[config.mk]
export PLATFORM = sky130hd
export DESIGN_NAME = mem_region_sb
export DESIGN_NICKNAME = d
export VERILOG_FILES = /design/src/rtl/sb_pkg.sv /design/src/rtl/sb_entry_file.sv /design/src/rtl/sb_ctx_cache.sv /design/src/rtl/mem_region_sb.sv
export SDC_FILE = /design/constraint.sdc
export NUM_CORES = 1
export LEC_CHECK = 0
export BUFFER_PORTS_ARGS = -buffer_cell sky130_fd_sc_hd__buf_2
export CAP_MARGIN = 5
export CORE_UTILIZATION = 45
export CTS_CLUSTER_DIAMETER = 50
export CTS_CLUSTER_SIZE = 12
export DETAILED_ROUTE_END_ITERATION = 6
export SLEW_MARGIN = 20
export SYNTH_ARGS = -nofsm -noshare
export SYNTH_HDL_FRONTEND = slang
export SYNTH_SLANG_ARGS = --single-unit
[constraint.sdc]
create_clock -name clk -period 7.54 [get_ports clk]
set_input_delay 0.754 -clock clk [delete_from_list [all_inputs] [get_ports clk]]
set_output_delay 0.754 -clock clk [all_outputs]
set_load 0.02 [all_outputs]
[src/rtl/sb_pkg.sv]
package sb_pkg;

  localparam int unsigned ADDR_MAX = 32;

  // keep-mask for a region of size 2**lg: high bits set, low lg bits clear
  function automatic logic [ADDR_MAX-1:0] keep_mask(input logic [5:0] lg);
    logic [ADDR_MAX-1:0] m;
    m = {ADDR_MAX{1'b1}} << lg;
    return m;
  endfunction

  // address lies inside aligned region base / 2**lg
  function automatic logic in_region(input logic [ADDR_MAX-1:0] addr,
                                     input logic [ADDR_MAX-1:0] base,
                                     input logic [5:0]          lg);
    return ((addr ^ base) & keep_mask(lg)) == '0;
  endfunction

  // two aligned power-of-two regions share any address
  function automatic logic regions_meet(input logic [ADDR_MAX-1:0] a,
                                        input logic [5:0]          la,
                                        input logic [ADDR_MAX-1:0] b,
                                        input logic [5:0]          lb);
    logic [5:0] big;
    big = (la > lb) ? la : lb;
    return in_region(a, b, big);
  endfunction

endpackage

[src/rtl/sb_entry_file.sv]
module sb_entry_file #(
  parameter int unsigned N   = 4,
  parameter int unsigned AW  = 16,
  parameter int unsigned LGW = 5,
  localparam int unsigned IW = $clog2(N)
) (
  input  logic           clk,
  input  logic           rst_n,
  input  logic           alloc_en,
  input  logic [AW-1:0]  new_src,
  input  logic [AW-1:0]  new_dst,
  input  logic [LGW-1:0] new_lg,
  input  logic           free_en,
  input  logic [IW-1:0]  free_idx,
  input  logic           acc_store,
  input  logic [AW-1:0]  acc_addr,
  output logic [IW-1:0]  alloc_idx,
  output logic           full,
  output logic           insn_hazard,
  output logic           acc_hazard,
  output logic [N-1:0]   valid_mask
);
  import sb_pkg::*;

  logic [AW-1:0]  ent_src [N];
  logic [AW-1:0]  ent_dst [N];
  logic [LGW-1:0] ent_lg  [N];
  logic [N-1:0]   ent_v;
  logic [N-1:0]   insn_hit;
  logic [N-1:0]   acc_hit;

  always_comb begin
    alloc_idx = '0;
    for (int i = N - 1; i >= 0; i--) begin
      if (!ent_v[i]) alloc_idx = IW'(i);
    end
  end

  generate
    for (genvar g = 0; g < N; g++) begin : g_ent
      logic raw_w, war_w, waw_w;
      assign raw_w = regions_meet(ADDR_MAX'(new_src), 6'(new_lg),
                                  ADDR_MAX'(ent_dst[g]), 6'(ent_lg[g]));
      assign war_w = regions_meet(ADDR_MAX'(new_dst), 6'(new_lg),
                                  ADDR_MAX'(ent_src[g]), 6'(ent_lg[g]));
      assign waw_w = regions_meet(ADDR_MAX'(new_dst), 6'(new_lg),
                                  ADDR_MAX'(ent_dst[g]), 6'(ent_lg[g]));
      assign insn_hit[g] = ent_v[g] & (raw_w | war_w | waw_w);
      assign acc_hit[g]  = ent_v[g] &
        (in_region(ADDR_MAX'(acc_addr), ADDR_MAX'(ent_dst[g]), 6'(ent_lg[g])) |
         (acc_store &
          in_region(ADDR_MAX'(acc_addr), ADDR_MAX'(ent_src[g]), 6'(ent_lg[g]))));

      always_ff @(posedge clk) begin
        if (!rst_n) begin
          ent_v[g]   <= 1'b0;
          ent_src[g] <= '0;
          ent_dst[g] <= '0;
          ent_lg[g]  <= '0;
        end else if (free_en && free_idx == IW'(g)) begin
          ent_v[g] <= 1'b0;
        end else if (alloc_en && alloc_idx == IW'(g)) begin
          ent_v[g]   <= 1'b1;
          ent_src[g] <= new_src;
          ent_dst[g] <= new_dst;
          ent_lg[g]  <= new_lg;
        end
      end

      AST_ALLOC_TAKES_FREE: assert property (@(posedge clk) disable iff (!rst_n)
        (alloc_en && alloc_idx == IW'(g)) |-> !ent_v[g]);
    end
  endgenerate

  assign full        = &ent_v;
  assign insn_hazard = |insn_hit;
  assign acc_hazard  = |acc_hit;
  assign valid_mask  = ent_v;

  AST_EMPTY_NO_HAZARD: assert property (@(posedge clk) disable iff (!rst_n)
    (ent_v == '0) |-> (!acc_hazard && !insn_hazard));

endmodule

[src/rtl/sb_ctx_cache.sv]
module sb_ctx_cache #(
  parameter int unsigned NCTX     = 4,
  parameter int unsigned FW       = 4,
  parameter int unsigned LOAD_CYC = 4,
  localparam int unsigned CW      = $clog2(LOAD_CYC + 1),
  localparam int unsigned PW      = $clog2(NCTX)
) (
  input  logic          clk,
  input  logic          rst_n,
  input  logic          req,
  input  logic [FW-1:0] req_func,
  output logic          hit,
  output logic          loading
);
  logic [FW-1:0]   slot_func [NCTX];
  logic [NCTX-1:0] slot_v;
  logic [NCTX-1:0] hit_vec;
  logic [PW-1:0]   rr_ptr;
  logic [CW-1:0]   cnt;
  logic [FW-1:0]   ld_func;
  logic            load_start;
  logic            load_end;

  generate
    for (genvar g = 0; g < NCTX; g++) begin : g_hit
      assign hit_vec[g] = slot_v[g] && (slot_func[g] == req_func);
    end
  endgenerate

  assign hit        = |hit_vec;
  assign load_start = req && !hit && !loading;
  assign load_end   = loading && (cnt == '0);

  always_ff @(posedge clk) begin
    if (!rst_n) begin
      slot_v  <= '0;
      rr_ptr  <= '0;
      cnt     <= '0;
      loading <= 1'b0;
      ld_func <= '0;
      for (int i = 0; i < NCTX; i++) slot_func[i] <= '0;
    end else if (load_start) begin
      loading <= 1'b1;
      cnt     <= CW'(LOAD_CYC - 1);
      ld_func <= req_func;
    end else if (load_end) begin
      loading           <= 1'b0;
      slot_func[rr_ptr] <= ld_func;
      slot_v[rr_ptr]    <= 1'b1;
      rr_ptr            <= (rr_ptr == PW'(NCTX - 1)) ? '0 : rr_ptr + 1'b1;
    end else if (loading) begin
      cnt <= cnt - 1'b1;
    end
  end

  AST_CTX_UNIQUE: assert property (@(posedge clk) disable iff (!rst_n)
    $countones(hit_vec) <= 1);
  AST_LOAD_FILLS_SLOT: assert property (@(posedge clk) disable iff (!rst_n)
    load_end |=> (slot_v[$past(rr_ptr)] && !loading));
  AST_LOAD_NEEDS_MISS: assert property (@(posedge clk) disable iff (!rst_n)
    $rose(loading) |-> $past(!hit));

endmodule

[src/rtl/mem_region_sb.sv]
module mem_region_sb #(
  parameter int unsigned AW       = 16,
  parameter int unsigned N_ENT    = 4,
  parameter int unsigned N_CTX    = 4,
  parameter int unsigned FW       = 4,
  parameter int unsigned LOAD_CYC = 4,
  localparam int unsigned LGW     = $clog2(AW + 1),
  localparam int unsigned IW      = $clog2(N_ENT)
) (
  input  logic             clk,
  input  logic             rst_n,
  input  logic             iss_valid,
  input  logic [FW-1:0]    iss_func,
  input  logic [AW-1:0]    iss_src,
  input  logic [AW-1:0]    iss_dst,
  input  logic [LGW-1:0]   iss_lg,
  output logic             iss_stall,
  output logic [IW-1:0]    iss_tag,
  input  logic             mem_valid,
  input  logic             mem_store,
  input  logic [AW-1:0]    mem_addr,
  output logic             mem_stall,
  input  logic             done_valid,
  input  logic [IW-1:0]    done_tag,
  output logic [N_ENT-1:0] busy_mask
);
  logic sb_full, insn_haz, acc_haz;
  logic ctx_hit, ctx_loading;
  logic issue_fire;

  sb_entry_file #(.N(N_ENT), .AW(AW), .LGW(LGW)) ent_i (
    .clk         (clk),
    .rst_n       (rst_n),
    .alloc_en    (issue_fire),
    .new_src     (iss_src),
    .new_dst     (iss_dst),
    .new_lg      (iss_lg),
    .free_en     (done_valid),
    .free_idx    (done_tag),
    .acc_store   (mem_store),
    .acc_addr    (mem_addr),
    .alloc_idx   (iss_tag),
    .full        (sb_full),
    .insn_hazard (insn_haz),
    .acc_hazard  (acc_haz),
    .valid_mask  (busy_mask)
  );

  sb_ctx_cache #(.NCTX(N_CTX), .FW(FW), .LOAD_CYC(LOAD_CYC)) ctx_i (
    .clk      (clk),
    .rst_n    (rst_n),
    .req      (iss_valid),
    .req_func (iss_func),
    .hit      (ctx_hit),
    .loading  (ctx_loading)
  );

  assign iss_stall  = iss_valid && (sb_full || insn_haz || !ctx_hit);
  assign issue_fire = iss_valid && !iss_stall;
  assign mem_stall  = mem_valid && acc_haz;

  AST_FULL_STALLS: assert property (@(posedge clk) disable iff (!rst_n)
    (iss_valid && (&busy_mask)) |-> iss_stall);
  AST_FIRE_MARKS_BUSY: assert property (@(posedge clk) disable iff (!rst_n)
    issue_fire |=> busy_mask[$past(iss_tag)]);
  AST_DONE_RELEASES: assert property (@(posedge clk) disable iff (!rst_n)
    done_valid |=> !busy_mask[$past(done_tag)]);
  AST_IDLE_NO_MEM_STALL: assert property (@(posedge clk) disable iff (!rst_n)
    (busy_mask == '0) |-> !mem_stall);
  AST_LOADING_STALLS: assert property (@(posedge clk) disable iff (!rst_n)
    (ctx_loading && iss_valid) |-> iss_stall);

endmodule

==> Implementation_results.wiki, run 1 <==
{| class="wikitable"
! Metric !! Value
|-
| Outcome || finished clean
|-
| Number of synthesized register bits || 182
|-
| Family of cells with the greatest summed delay on the critical path || simple AND/OR/NAND/NOR gates
|-
| # DRC || 0
|-
| Vias per cell || 7.06
|-
| Post-synthesis instance area || 0.0157 mm2
|-
| Multi-input combinational cell area || 0.00959 mm2
|-
| Complex-gate fraction of the synthesized area || 0.200
|-
| Worst setup timing slack at the placement stage || 1380 ps
|-
| Unrepaired setup endpoints after global routing || false
|-
| Share of flip-flops with an asynchronous set or reset after synthesis || 0
|-
| Terminus of the critical flop-to-flop path || ent_i.ent_dst[0][3]$_SDFFCE_PN0P_
|-
| Average instance area after synthesis || 9.07 um2
|-
| Global-route wire length before repair || 104000 um
|-
| Met1 Resource Use GR || 0.543
|-
| Antenna violations before repair || 1
|-
| Post-synthesis xor/xnor area fraction || 0.188
|-
| Highest achievable clock rate || 152 MHz
|-
| Depth of the CTS H-tree || 4
|-
| Number of enable-type register cells in the synthesized netlist || 164
|-
| Worst VDD drop || 176 uV
|-
| Net count after synthesis || 1826
|-
| Launching element type of the critical path || register
|-
| Core ar. || 0.0345 mm2
|-
| Arithmetic-cell share of the synthesized area counting full adders, half adders and majority gates || 0.0207
|-
| Maximum cell stage delay along the critical path || 830 ps
|-
| Worst Hold End || ctx_i.slot_v[1]$_SDFFE_PN0P_
|-
| Launch instance of the worst register-to-register path || ent_i.ent_lg[1][2]$_SDFFCE_PN0P_
|-
| Data arrival time at the worst-slack endpoint || 5830 ps
|-
| Total power draw || 2.87 mW
|-
| Setup slack after layout || 956 ps
|-
| HPWL reported at the end of detailed placement || 53400 um
|-
| Share of layout cells above drive strength 1 || 0.112
|-
| Met2 track demand over resource || 0.579
|-
| Maxcap violations || 0
|-
| Yosys warning total || 0
|-
| Area of the die || 0.0357 mm2
|-
| Maximum number of pins on one net before global-route repair || 65
|-
| Share of the cycle needed by the critical path after routing || 0.873
|-
| Worst Clk Skew || 13.9 ps
|-
| Global route hottest layer || met2
|-
| Count of TritonRoute iterations in the first routing pass || 6
|-
| Vert. Die Dim || 189 um
|-
| Number of buffers inserted for hold repair after clock tree synthesis || 0
|-
| Top-level port count || 73
|-
| Main flop type after synthesis || edfxtp_1
|-
| Post-CTS setup buffer count || 0
|-
| Die Span X || 189 um
|-
| Final period demand of the worst path || 6580 ps
|-
| Lkg Pwr || 5.79 nW
|-
| Proportion of synthesized chip area in sequential cells || 0.336
|-
| Aggregate negative setup slack || 0 ps
|-
| Global-route congestion overflow total || 0
|-
| Pwr/cell area || 170 mW/mm2
|-
| Cells on worst reg2reg path || 12
|-
| CTS tree || yes
|-
| Cell-by-cell trace of the critical path || inv_1 -> ha_1 -> and4_1 -> nand2_1 -> nand2_1 -> mux2i_1 -> a31oi_1 -> nor4_1 -> a31oi_1 -> nand4b_1 -> o31a_1 -> buf_2
|-
| Ranking of synthesized cells by area || edfxtp_1, xnor2_1, xor2_1
|-
| Net total in the final layout || 1791
|-
| Buffer cell driving the clock tree root || clkbuf_16
|-
| Number of design-rule violations left by the first detailed-router iteration || 2552
|-
| Worst hold path type || register to register
|-
| Worst-case clock buffer depth || 2
|-
| Gate count after technology mapping || 1735
|-
| CP Buf/Inv Count || 2
|-
| Tightest Pin Transition || 1330 ps
|-
| Port-buffer cells || 72
|-
| Layout area overhead || 7.08%
|-
| WHS || 512 ps
|-
| Antenna-violating nets left || 0
|-
| Row count || 68
|-
| Most instantiated cells after synthesis || xnor2_1, edfxtp_1, xor2_1, clkbuf_1, nor4_1
|-
| Yosys top cell area share || 0.313
|-
| Required arrival time at the worst endpoint || 6790 ps
|-
| Cell at the slowest stage of the critical path || nor4_1
|-
| Multiplexer share of the synthesized area || 0.0204
|-
| Number of global-route vias before repair || 14229
|-
| Pins over their slew limit || 0
|-
| Final GP Congestion || 1.11
|-
| Post-Route WL || 73900 um
|-
| Global-route usage over all layers || 0.410
|-
| Effective utilization at floorplan || 0.457
|-
| Worst max-slew margin expressed relative to the limit || 0.111
|-
| PostCTS Resize Cnt || 0
|-
| Clock insertion delay at the later pin of the skew report || 460 ps
|-
| Global routing met3 resource utilization || 0.137
|-
| Clk sinks || 182
|-
| Final-report setup violation count || 0
|-
| Number of stages on the worst hold path || 2
|-
| Startpoint-to-endpoint class of the critical path || register to output port
|-
| Combinational family with the most area after synthesis || compound AO/OA/AOI/OAI gates
|-
| Number of hold-slack violations in the final timing report || 0
|-
| Register area || 0.00529 mm2
|-
| Number of vias after detailed routing || 15311
|-
| Fill cell total of the finished layout || 3392
|-
| CTS buffer count || 17
|-
| Routed wirelength normalized by instance count || 34.1 um
|-
| Clock Pin Slew Worst Setup and Hold Paths || 80 ps
|-
| Start point of the worst hold path || ctx_i.slot_v[1]$_SDFFE_PN0P_
|-
| Post-synthesis cell type count || 83
|-
| Most numerous cell in the Yosys netlist || xnor2_1
|-
| Kind of end point of the critical path || output port
|-
| Leading area contributor after synthesis || edfxtp_1
|-
| Worst-path fanout max || 16
|-
| Post-synthesis share of cell area spent on and, or, nand and nor gates || 0.176
|-
| Register-to-register setup slack || 1620 ps
|}
-- cells in the final DEF (no fill, tap or decap), types with 10 or more instances in the layout --
master and instances:
xor2_1 158, a221oi_1 12, a211oi_1 36, buf_2 72
and2_1 21, nor4_1 92, nand3_1 36, a22oi_1 20
o221ai_1 13, and3_1 17, o31ai_1 14, nor2b_1 11
nor2_1 61, o211ai_1 28, o21ai_0 82, a21o_1 10
dfxtp_1 18, inv_1 64, nor4_2 33, o22ai_1 31
a21oi_1 76, mux2i_1 24, nand2_1 88, o21a_1 10
ha_1 26, a31oi_1 18, nand4_1 13, nor3_1 71
buf_4 25, edfxtp_1 164, clkbuf_16 17, xnor2_1 179
-- where the power goes --
group          switching [mW]  total [mW]  internal [mW]
clock                   0.465       0.941          0.476
sequential             0.0609        1.19           1.13
combinational           0.500       0.738          0.238
-- through the flow --
step           instances  utilization  instance area (um2)
2_1_floorplan       1735            -                15700
3_3_place_gp        2136        0.471                16200
3_5_place_dp        2136        0.471                16200
4_1_cts             2168        0.489                16900
5_1_grt             2168        0.489                16900
6_report            2169        0.489                16900
-- sequential cells by signal, indices dropped and copies added (netlist names), 3 cells and up --
name,flops
ctx_i.ld_func,4
ent_i.ent_src,64
ctx_i.cnt,3
ctx_i.slot_func,16
ent_i.valid_mask,4
ctx_i.slot_v,4
ent_i.ent_dst,64
ent_i.ent_lg,20
-- layer usage --
layer  share of wire  vias up  wire (um)
met5         0.00018        -         13
met2            0.40     1204      29800
met3            0.14      266      10600
li1                -     6460          -
met4           0.066        2       4890
met1            0.39     7379      28500
-- worst max-delay path by stage --
stage / from / to / slack [ps] / depth (start not counted)
6_report: ent_i.ent_lg[1][2]$_SDFFCE_PN0P_ / iss_stall / 960 / 12
5_1_grt: ent_i.ent_lg[1][2]$_SDFFCE_PN0P_ / iss_stall / 940 / 12
4_1_cts: ent_i.ent_lg[1][2]$_SDFFCE_PN0P_ / iss_stall / 1210 / 12
3_5_place_dp: iss_lg[1] / iss_stall / 1380 / 12
3_3_place_gp: iss_lg[3] / iss_stall / 1410 / 13
2_1_floorplan: iss_lg[4] / ent_i.ent_dst[0][0]$_SDFFCE_PN0P_ / 1010 / 11
-- worst register-to-register path: cells and delay by family (launching register included) --
family,cells,cell delay [ps]
AND/OR/NAND/NOR,5,2310
flip-flops,1,600
adder cells (fa/ha/maj),1,380
buffers and inverters,2,810
AO/OA/AOI/OAI,4,1420
-- logic make-up (layout without fill, tap and decap cells) --
family	after synthesis	count (layout)
XOR/XNOR	337	337
AND/OR/NAND/NOR	484	484
buffers and inverters	218	196
AO/OA/AOI/OAI	457	457
flip-flops	182	182
adder cells (fa/ha/maj)	26	26
other	0	1
multiplexers	31	31
-- cell type report --
class                      count  share of cell area
antenna                        1            0.000148
multi-input combinational   1335               0.569
inverter                      67              0.0149
clock buffer                  17              0.0252
timing repair buffer          97              0.0325
clock inverter                15              0.0109
tap                          455              0.0338
sequential                   182               0.314
No activity file was read; power rests on OpenSTA's default activity.
==> run 2: changes to the inputs <==
--- a/config.mk
+++ b/config.mk
@@ -7,11 +7,16 @@
 export LEC_CHECK = 0
 export BUFFER_PORTS_ARGS = -buffer_cell sky130_fd_sc_hd__buf_2
 export CAP_MARGIN = 5
+export CELL_PAD_IN_SITES_DETAIL_PLACEMENT = 0
+export CELL_PAD_IN_SITES_GLOBAL_PLACEMENT = 1
+export CORE_MARGIN = 2
 export CORE_UTILIZATION = 45
 export CTS_CLUSTER_DIAMETER = 50
 export CTS_CLUSTER_SIZE = 12
 export DETAILED_ROUTE_END_ITERATION = 6
+export PLACE_DENSITY_LB_ADDON = 0.1
 export SLEW_MARGIN = 20
 export SYNTH_ARGS = -nofsm -noshare
 export SYNTH_HDL_FRONTEND = slang
 export SYNTH_SLANG_ARGS = --single-unit
+export TNS_END_PERCENT = 20
==> run 2 against run 1 <==
Clock power is 1% higher; first-iteration DRC count is 15% lower; largest cell class unchanged; largest power group unchanged; critical endpoint unchanged; clock skew is 8.0 ps higher; sequential power hardly changed; count of clock-buffer cells in the layout stayed put.
==> Implementation_results.wiki, run 2 (same netlist as run 1, synthesis figures left out) <==
{| class="wikitable"
! Metric !! Value
|-
| # DRC || 0
|-
| Clock Pin Slew Worst Setup and Hold Paths || 80 ps
|-
| Number of vias after detailed routing || 15192
|-
| Commonest non-fill, non-tap cells in the layout || xnor2_1, edfxtp_1, xor2_1
|-
| CP Launch Point || ent_i.ent_lg[1][3]$_SDFFCE_PN0P_
|-
| Cell at the slowest stage of the critical path || nor4_1
|-
| Core ar. || 0.0345 mm2
|-
| Maxcap violations || 0
|-
| Count of TritonRoute iterations in the first routing pass || 6
|-
| PostCTS Resize Cnt || 0
|-
| Depth of the critical timing path with buffers and inverters included || 12
|-
| Family of cells with the greatest summed delay on the critical path || simple AND/OR/NAND/NOR gates
|-
| Global-route congestion overflow total || 0
|-
| Final period demand of the worst path || 6280 ps
|-
| Buffer cell driving the clock tree root || clkbuf_16
|-
| Lkg Pwr || 5.85 nW
|-
| Number of design-rule violations left by the first detailed-router iteration || 2160
|-
| Clock insertion delay at the later pin of the skew report || 470 ps
|-
| Layout area overhead || 7.65%
|-
| Setup slack after layout || 1260 ps
|-
| Pins over their slew limit || 0
|-
| Worst Clk Skew || 21.8 ps
|-
| Number of global-route vias before repair || 14296
|-
| Worst-case clock buffer depth || 2
|-
| Final GP Congestion || 1.02
|-
| Cell-by-cell trace of the critical path || inv_1 -> ha_1 -> nand4_2 -> o221ai_1 -> nand2_1 -> o211ai_1 -> a31oi_1 -> nor4_1 -> a31oi_1 -> nand4b_1 -> o31a_1 -> buf_2
|-
| Worst VDD drop || 150 uV
|-
| Biggest registers after layout || ent_i.ent_dst (64), ent_i.ent_src (64), ent_i.ent_lg (20)
|-
| Number of hold-slack violations in the final timing report || 0
|-
| Tightest Pin Transition || 1140 ps
|-
| Aggregate negative setup slack || 0 ps
|-
| Port-buffer cells || 72
|-
| Depth of the CTS H-tree || 4
|-
| Global-route usage over all layers || 0.409
|-
| HPWL reported at the end of detailed placement || 55300 um
|-
| Number of buffers inserted for hold repair after clock tree synthesis || 0
|-
| Kind of end point of the critical path || output port
|-
| Routed wirelength normalized by instance count || 34.0 um
|-
| Launch instance of the worst register-to-register path || ent_i.ent_lg[1][3]$_SDFFCE_PN0P_
|-
| Worst setup timing slack at the placement stage || 1560 ps
|-
| Cells on worst reg2reg path || 13
|-
| CTS buffer count || 17
|-
| Area of the die || 0.0365 mm2
|-
| Outcome || finished clean
|-
| Final-report setup violation count || 0
|-
| Maximum cell stage delay along the critical path || 810 ps
|-
| Startpoint-to-endpoint class of the critical path || register to output port
|-
| CP Buf/Inv Count || 2
|-
| Critical Path End || iss_stall
|-
| Highest achievable clock rate || 159 MHz
|-
| Vias per cell || 6.98
|-
| Data arrival time at the worst-slack endpoint || 5520 ps
|-
| Global-route wire length before repair || 105000 um
|-
| CTS tree || yes
|-
| Worst hold path type || register to register
|-
| Top-level port count || 73
|-
| Post-CTS setup buffer count || 0
|-
| Cell repeated most along the worst path || a31oi_1
|-
| Launching element type of the critical path || register
|-
| Register-to-register setup slack || 1630 ps
|-
| Vert. Die Dim || 191 um
|-
| Antenna violations before repair || 4
|-
| Maximum number of pins on one net before global-route repair || 75
|-
| Worst-path fanout max || 14
|-
| Share of the cycle needed by the critical path after routing || 0.833
|-
| Effective utilization at floorplan || 0.457
|-
| Start point of the worst hold path || ctx_i.slot_v[3]$_SDFFE_PN0P_
|-
| Required arrival time at the worst endpoint || 6790 ps
|-
| Antenna-violating nets left || 0
|-
| Unrepaired setup endpoints after global routing || false
|-
| Share of layout cells above drive strength 1 || 0.116
|-
| Net total in the final layout || 1799
|-
| Die Span X || 191 um
|-
| Clk sinks || 182
|-
| Worst max-slew margin expressed relative to the limit || 0.235
|-
| Row count || 68
|-
| Post-Route WL || 74100 um
|-
| Terminus of the critical flop-to-flop path || ent_i.ent_dst[2][0]$_SDFFCE_PN0P_
|-
| Pwr/cell area || 171 mW/mm2
|-
| Commonest non-fill, non-tap cell in the layout || xnor2_1
|-
| WHS || 526 ps
|}
[run 2: worst min-delay path by stage]
stage                     slack (ps)  cells past startpoint                           end
after floorplan                  460                      2  ctx_i.slot_v[0]$_SDFFE_PN0P_
after global placement           500                      2  ctx_i.slot_v[2]$_SDFFE_PN0P_
after detailed placement         500                      2  ctx_i.slot_v[2]$_SDFFE_PN0P_
after CTS                        520                      2  ctx_i.slot_v[2]$_SDFFE_PN0P_
after global routing             570                      2  ctx_i.slot_v[2]$_SDFFE_PN0P_
final                            530                      2  ctx_i.slot_v[3]$_SDFFE_PN0P_
[run 2: worst reg2reg max path, cell delays in order, from the launching register on]
cell      delay (ps)
edfxtp_1         620
inv_1            240
ha_1             380
nand4_2          200
o221ai_1         790
nand2_1          630
o211ai_1         360
a31oi_1          180
nor4_1           810
a31oi_1          180
nand4b_1         330
buf_4            390
o31ai_4          120
buf_4            330
[run 2: layer usage]
metal	wire, um	track usage	vias to the layer above
li1	-	-	6474
met1	29800	0.562	7377
met4	3940	0.197	4
met3	9340	0.0997	219
met2	31000	0.599	1118
met5	25	0	-
[run 2: stage by stage]
stage	utilization	cell area (um2)	total power [mW]	std cells
finish	0.492	16900	2.89	2178
global route	0.492	16900	2.97	2176
CTS	0.492	16900	2.86	2176
detailed placement	0.474	16300	1.92	2144
global placement	0.474	16300	1.93	2143
floorplan	-	15700	1.66	1735
[run 2: final cells by class]
type	count	area, um2
Sequential cell	182	5290
Clock inverter	15	186
Inverter	67	251
Timing Repair Buffer	105	633
Antenna cell	2	5.00
Clock buffer	17	425
Multi-Input combinational cell	1335	9590
Fill cell	3351	17500
Tap cell	455	569
[run 2: power breakdown]
group          switching (mW)  total, mW  internal (mW)
clock                   0.477      0.955          0.479
combinational           0.507      0.746          0.239
sequential             0.0563       1.19           1.13
total                    1.04       2.89           1.85
==> run 3: changes to the inputs <==
--- a/config.mk
+++ b/config.mk
@@ -5,6 +5,7 @@
 export SDC_FILE = /design/constraint.sdc
 export NUM_CORES = 1
 export LEC_CHECK = 0
+export ABC_AREA = 1
 export BUFFER_PORTS_ARGS = -buffer_cell sky130_fd_sc_hd__buf_2
 export CAP_MARGIN = 5
 export CELL_PAD_IN_SITES_DETAIL_PLACEMENT = 0
==> constraint.sdc (replaced) <==
create_clock -name clk -period 6.3 [get_ports clk]
set_input_delay 0.63 -clock clk [delete_from_list [all_inputs] [get_ports clk]]
set_output_delay 0.63 -clock clk [all_outputs]
set_load 0.02 [all_outputs]
==> run 3 against run 2 <==
Non-clock buffer count down 27; clock power up 12%; cell area down 9.3%; combinational power up 22%; worst setup slack better by 120 ps; routed wire length down 20%; hold slack worse by 66 ps; total power up 17%; sequential share of layout area up 3.2 points; critical path type unchanged; highest routed layer is now met4.
==> Implementation_results.wiki, run 3 <==
{| class="wikitable"
! Metric !! Value
|-
| Outcome || finished clean
|-
| PostCTS Resize Cnt || 0
|-
| Net total in the final layout || 1975
|-
| Depth of the CTS H-tree || 4
|-
| Vias per cell || 5.71
|-
| Number of stages on the worst hold path || 2
|-
| Antenna violations before repair || 0
|-
| Worst max-slew margin expressed relative to the limit || 0.413
|-
| Top-level port count || 73
|-
| Terminus of the critical flop-to-flop path || ent_i.ent_src[0][23]$_SDFFCE_PN0P_
|-
| Aggregate negative setup slack || 0 ps
|-
| Main flop type after synthesis || edfxtp_1
|-
| Vert. Die Dim || 182 um
|-
| Worst Hold End || ctx_i.cnt[0]$_SDFFE_PN0P_
|-
| Most instantiated cells after synthesis || nand2_1, nor2_1, xor2_1, edfxtp_1, inv_1
|-
| Cell-by-cell trace of the critical path || inv_1 -> ha_1 -> a21oi_1 -> nand3_2 -> o21ai_2 -> nand2_1 -> o21ai_1 -> nand2_1 -> nand3_1 -> nor2_1 -> nand2_1 -> nand3_1 -> nand2_1 -> nand3_2 -> nor2_8 -> nor2_1 -> buf_2
|-
| CTS buffer count || 17
|-
| Pins over their slew limit || 0
|-
| Lkg Pwr || 6.98 nW
|-
| Number of synthesized register bits || 182
|-
| Buffer cell driving the clock tree root || clkbuf_16
|-
| Cells on worst reg2reg path || 17
|-
| Number of enable-type register cells in the synthesized netlist || 164
|-
| Final period demand of the worst path || 4920 ps
|-
| Data arrival time at the worst-slack endpoint || 4290 ps
|-
| Leading area contributor after synthesis || edfxtp_1
|-
| Clock Pin Slew Worst Setup and Hold Paths || 70 ps
|-
| Effective utilization at floorplan || 0.456
|-
| Multi-input combinational cell area || 0.00804 mm2
|-
| Gate count after technology mapping || 1862
|-
| Register area || 0.00529 mm2
|-
| Post-synthesis instance area || 0.0143 mm2
|-
| Number of design-rule violations left by the first detailed-router iteration || 1266
|-
| Worst-path fanout max || 14
|-
| Ranking of synthesized cells by area || edfxtp_1, xor2_1, nand2_1
|-
| Maxcap violations || 0
|-
| Post-Route WL || 59500 um
|-
| Most numerous cell in the Yosys netlist || nand2_1
|-
| Average instance area after synthesis || 7.68 um2
|-
| Worst Clk Skew || 21.2 ps
|-
| Unrepaired setup endpoints after global routing || false
|-
| Fill cell total of the finished layout || 3183
|-
| Routed wirelength normalized by instance count || 25.9 um
|-
| Worst VDD drop || 139 uV
|-
| Worst-case clock buffer depth || 2
|-
| Core ar. || 0.0314 mm2
|-
| Global-route wire length before repair || 85200 um
|-
| Yosys top cell area share || 0.344
|-
| Count of TritonRoute iterations in the first routing pass || 6
|-
| Net count after synthesis || 1953
|-
| Register-to-register setup slack || 1510 ps
|-
| Row count || 65
|-
| Biggest registers after layout || ent_i.ent_dst (64), ent_i.ent_src (64), ent_i.ent_lg (20)
|-
| Share of layout cells above drive strength 1 || 0.0875
|-
| HPWL reported at the end of detailed placement || 45600 um
|-
| Maximum cell stage delay along the critical path || 560 ps
|-
| Proportion of synthesized chip area in sequential cells || 0.369
|-
| CP Buf/Inv Count || 2
|-
| Share of the cycle needed by the critical path after routing || 0.780
|-
| Launching element type of the critical path || register
|-
| Family of cells with the greatest summed delay on the critical path || simple AND/OR/NAND/NOR gates
|-
| Startpoint-to-endpoint class of the critical path || register to output port
|-
| Die Span X || 182 um
|-
| Number of vias after detailed routing || 13135
|-
| Required arrival time at the worst endpoint || 5670 ps
|-
| Final-report setup violation count || 0
|-
| Setup slack after layout || 1380 ps
|-
| Antenna-violating nets left || 0
|-
| Commonest non-fill, non-tap cell in the layout || nand2_1
|-
| Clk sinks || 182
|-
| Layout area overhead || 7.48%
|-
| Area of the die || 0.0332 mm2
|-
| Global-route usage over all layers || 0.362
|-
| Start point of the worst hold path || ctx_i.cnt[0]$_SDFFE_PN0P_
|-
| # DRC || 0
|-
| Global-route congestion overflow total || 0
|-
| Pwr/cell area || 221 mW/mm2
|-
| Worst setup timing slack at the placement stage || 1300 ps
|-
| Commonest non-fill, non-tap cells in the layout || nand2_1, nor2_1, xor2_1
|-
| Yosys warning total || 0
|-
| Cell at the slowest stage of the critical path || edfxtp_1
|-
| Final GP Congestion || 1.07
|-
| Post-synthesis cell type count || 54
|-
| Maximum number of pins on one net before global-route repair || 39
|-
| Kind of end point of the critical path || output port
|-
| Number of hold-slack violations in the final timing report || 0
|-
| Port-buffer cells || 72
|-
| Cell repeated most along the worst path || nand2_1
|-
| Post-CTS setup buffer count || 0
|-
| Number of global-route vias before repair || 12758
|-
| Launch instance of the worst register-to-register path || ent_i.ent_lg[0][9]$_SDFFCE_PN0P_
|-
| Worst hold path type || register to register
|-
| Clock insertion delay at the later pin of the skew report || 460 ps
|-
| CTS tree || yes
|-
| Highest achievable clock rate || 203 MHz
|-
| Share of flip-flops with an asynchronous set or reset after synthesis || 0
|-
| Tightest Pin Transition || 877 ps
|-
| Number of buffers inserted for hold repair after clock tree synthesis || 0
|}
## run 3: cell count changes in the layout (fill, tap and decap cells not counted), moves of 24 or more
cell | previous run | this run
xor2_1 | 158 | 222
o211ai_1 | 28 | 2
nor4_2 | 33 | 0
nor3_1 | 71 | 9
mux2i_1 | 24 | 0
inv_1 | 64 | 147
xnor2_1 | 179 | 69
a211oi_1 | 36 | 6
nand2_1 | 88 | 436
a21oi_1 | 76 | 43
buf_4 | 31 | 6
nand3_1 | 36 | 145
nor4_1 | 92 | 2
nor2_1 | 61 | 297
## run 3: per-stage QoR
stage / utilization / power, mW / std cells / hold WS, ps / area, um2
CTS: 0.490 / 3.37 / 2299 / 464 / 15400
global placement: 0.472 / 2.34 / 2267 / 453 / 14800
global route: 0.490 / 3.52 / 2299 / 500 / 15400
detailed placement: 0.472 / 2.33 / 2267 / 452 / 14800
finish: 0.490 / 3.39 / 2300 / 460 / 15400
floorplan: - / 2.02 / 1862 / 437 / 14300
## run 3: worst max path at each step
stage	slack [ps]	cells past startpoint	endpoint	start
finish	1380	17	iss_stall	ent_i.ent_lg[0][9]$_SDFFCE_PN0P_
CTS	1400	19	iss_stall	ent_i.ent_lg[0][9]$_SDFFCE_PN0P_
floorplan	2270	20	ent_i.ent_dst[0][0]$_SDFFCE_PN0P_	iss_lg[0]
global placement	1270	21	ent_i.ent_dst[1][0]$_SDFFCE_PN0P_	iss_lg[2]
global route	1010	19	iss_stall	ent_i.ent_lg[1][9]$_SDFFCE_PN0P_
detailed placement	1300	21	ent_i.ent_dst[1][1]$_SDFFCE_PN0P_	iss_lg[2]
## run 3: final cells by class
type | count | area share
Multi-Input combinational cell | 1452 | 0.523
Clock inverter | 14 | 0.00895
Clock buffer | 18 | 0.0279
Timing Repair Buffer | 78 | 0.0264
Sequential cell | 182 | 0.344
Antenna cell | 1 | 0.000163
Tap cell | 402 | 0.0327
Inverter | 153 | 0.0373
## run 3: per-layer routing
metal	wire length, um	up-vias	track usage
li1	-	6112	-
met1	23500	6234	0.448
met2	27600	641	0.595
met3	5380	148	0.0792
met4	3080	0	0.185
met5	0	-	0
## run 3: power by group
| group | switching, mW | total (mW) | internal, mW | leakage (nW) |
|---|---|---|---|---|
| combinational | 0.650 | 0.912 | 0.263 | 4.87 |
| clock | 0.540 | 1.07 | 0.526 | 0.277 |
| sequential | 0.0539 | 1.41 | 1.36 | 1.84 |
| total | 1.24 | 3.39 | 2.15 | 6.98 |
## run 3: logic make-up (layout without fill, tap and decap cells)
kind of cell / after synthesis / in the layout / synth area share
and+or+nand+nor: 959 / 959 / 0.287
DFF: 182 / 182 / 0.369
AOI/OAI and AO/OA: 176 / 176 / 0.0742
adders and majority gates: 26 / 26 / 0.0227
xor gates and xnor gates: 291 / 291 / 0.178
other: 0 / 1 / 0
buffers and inverters: 228 / 263 / 0.0690
## run 3: tightest hold or removal path, cell delays in order, from the launching register on
cell	delay, ps
dfxtp_1	310
nand2_1	60
a21oi_1	50
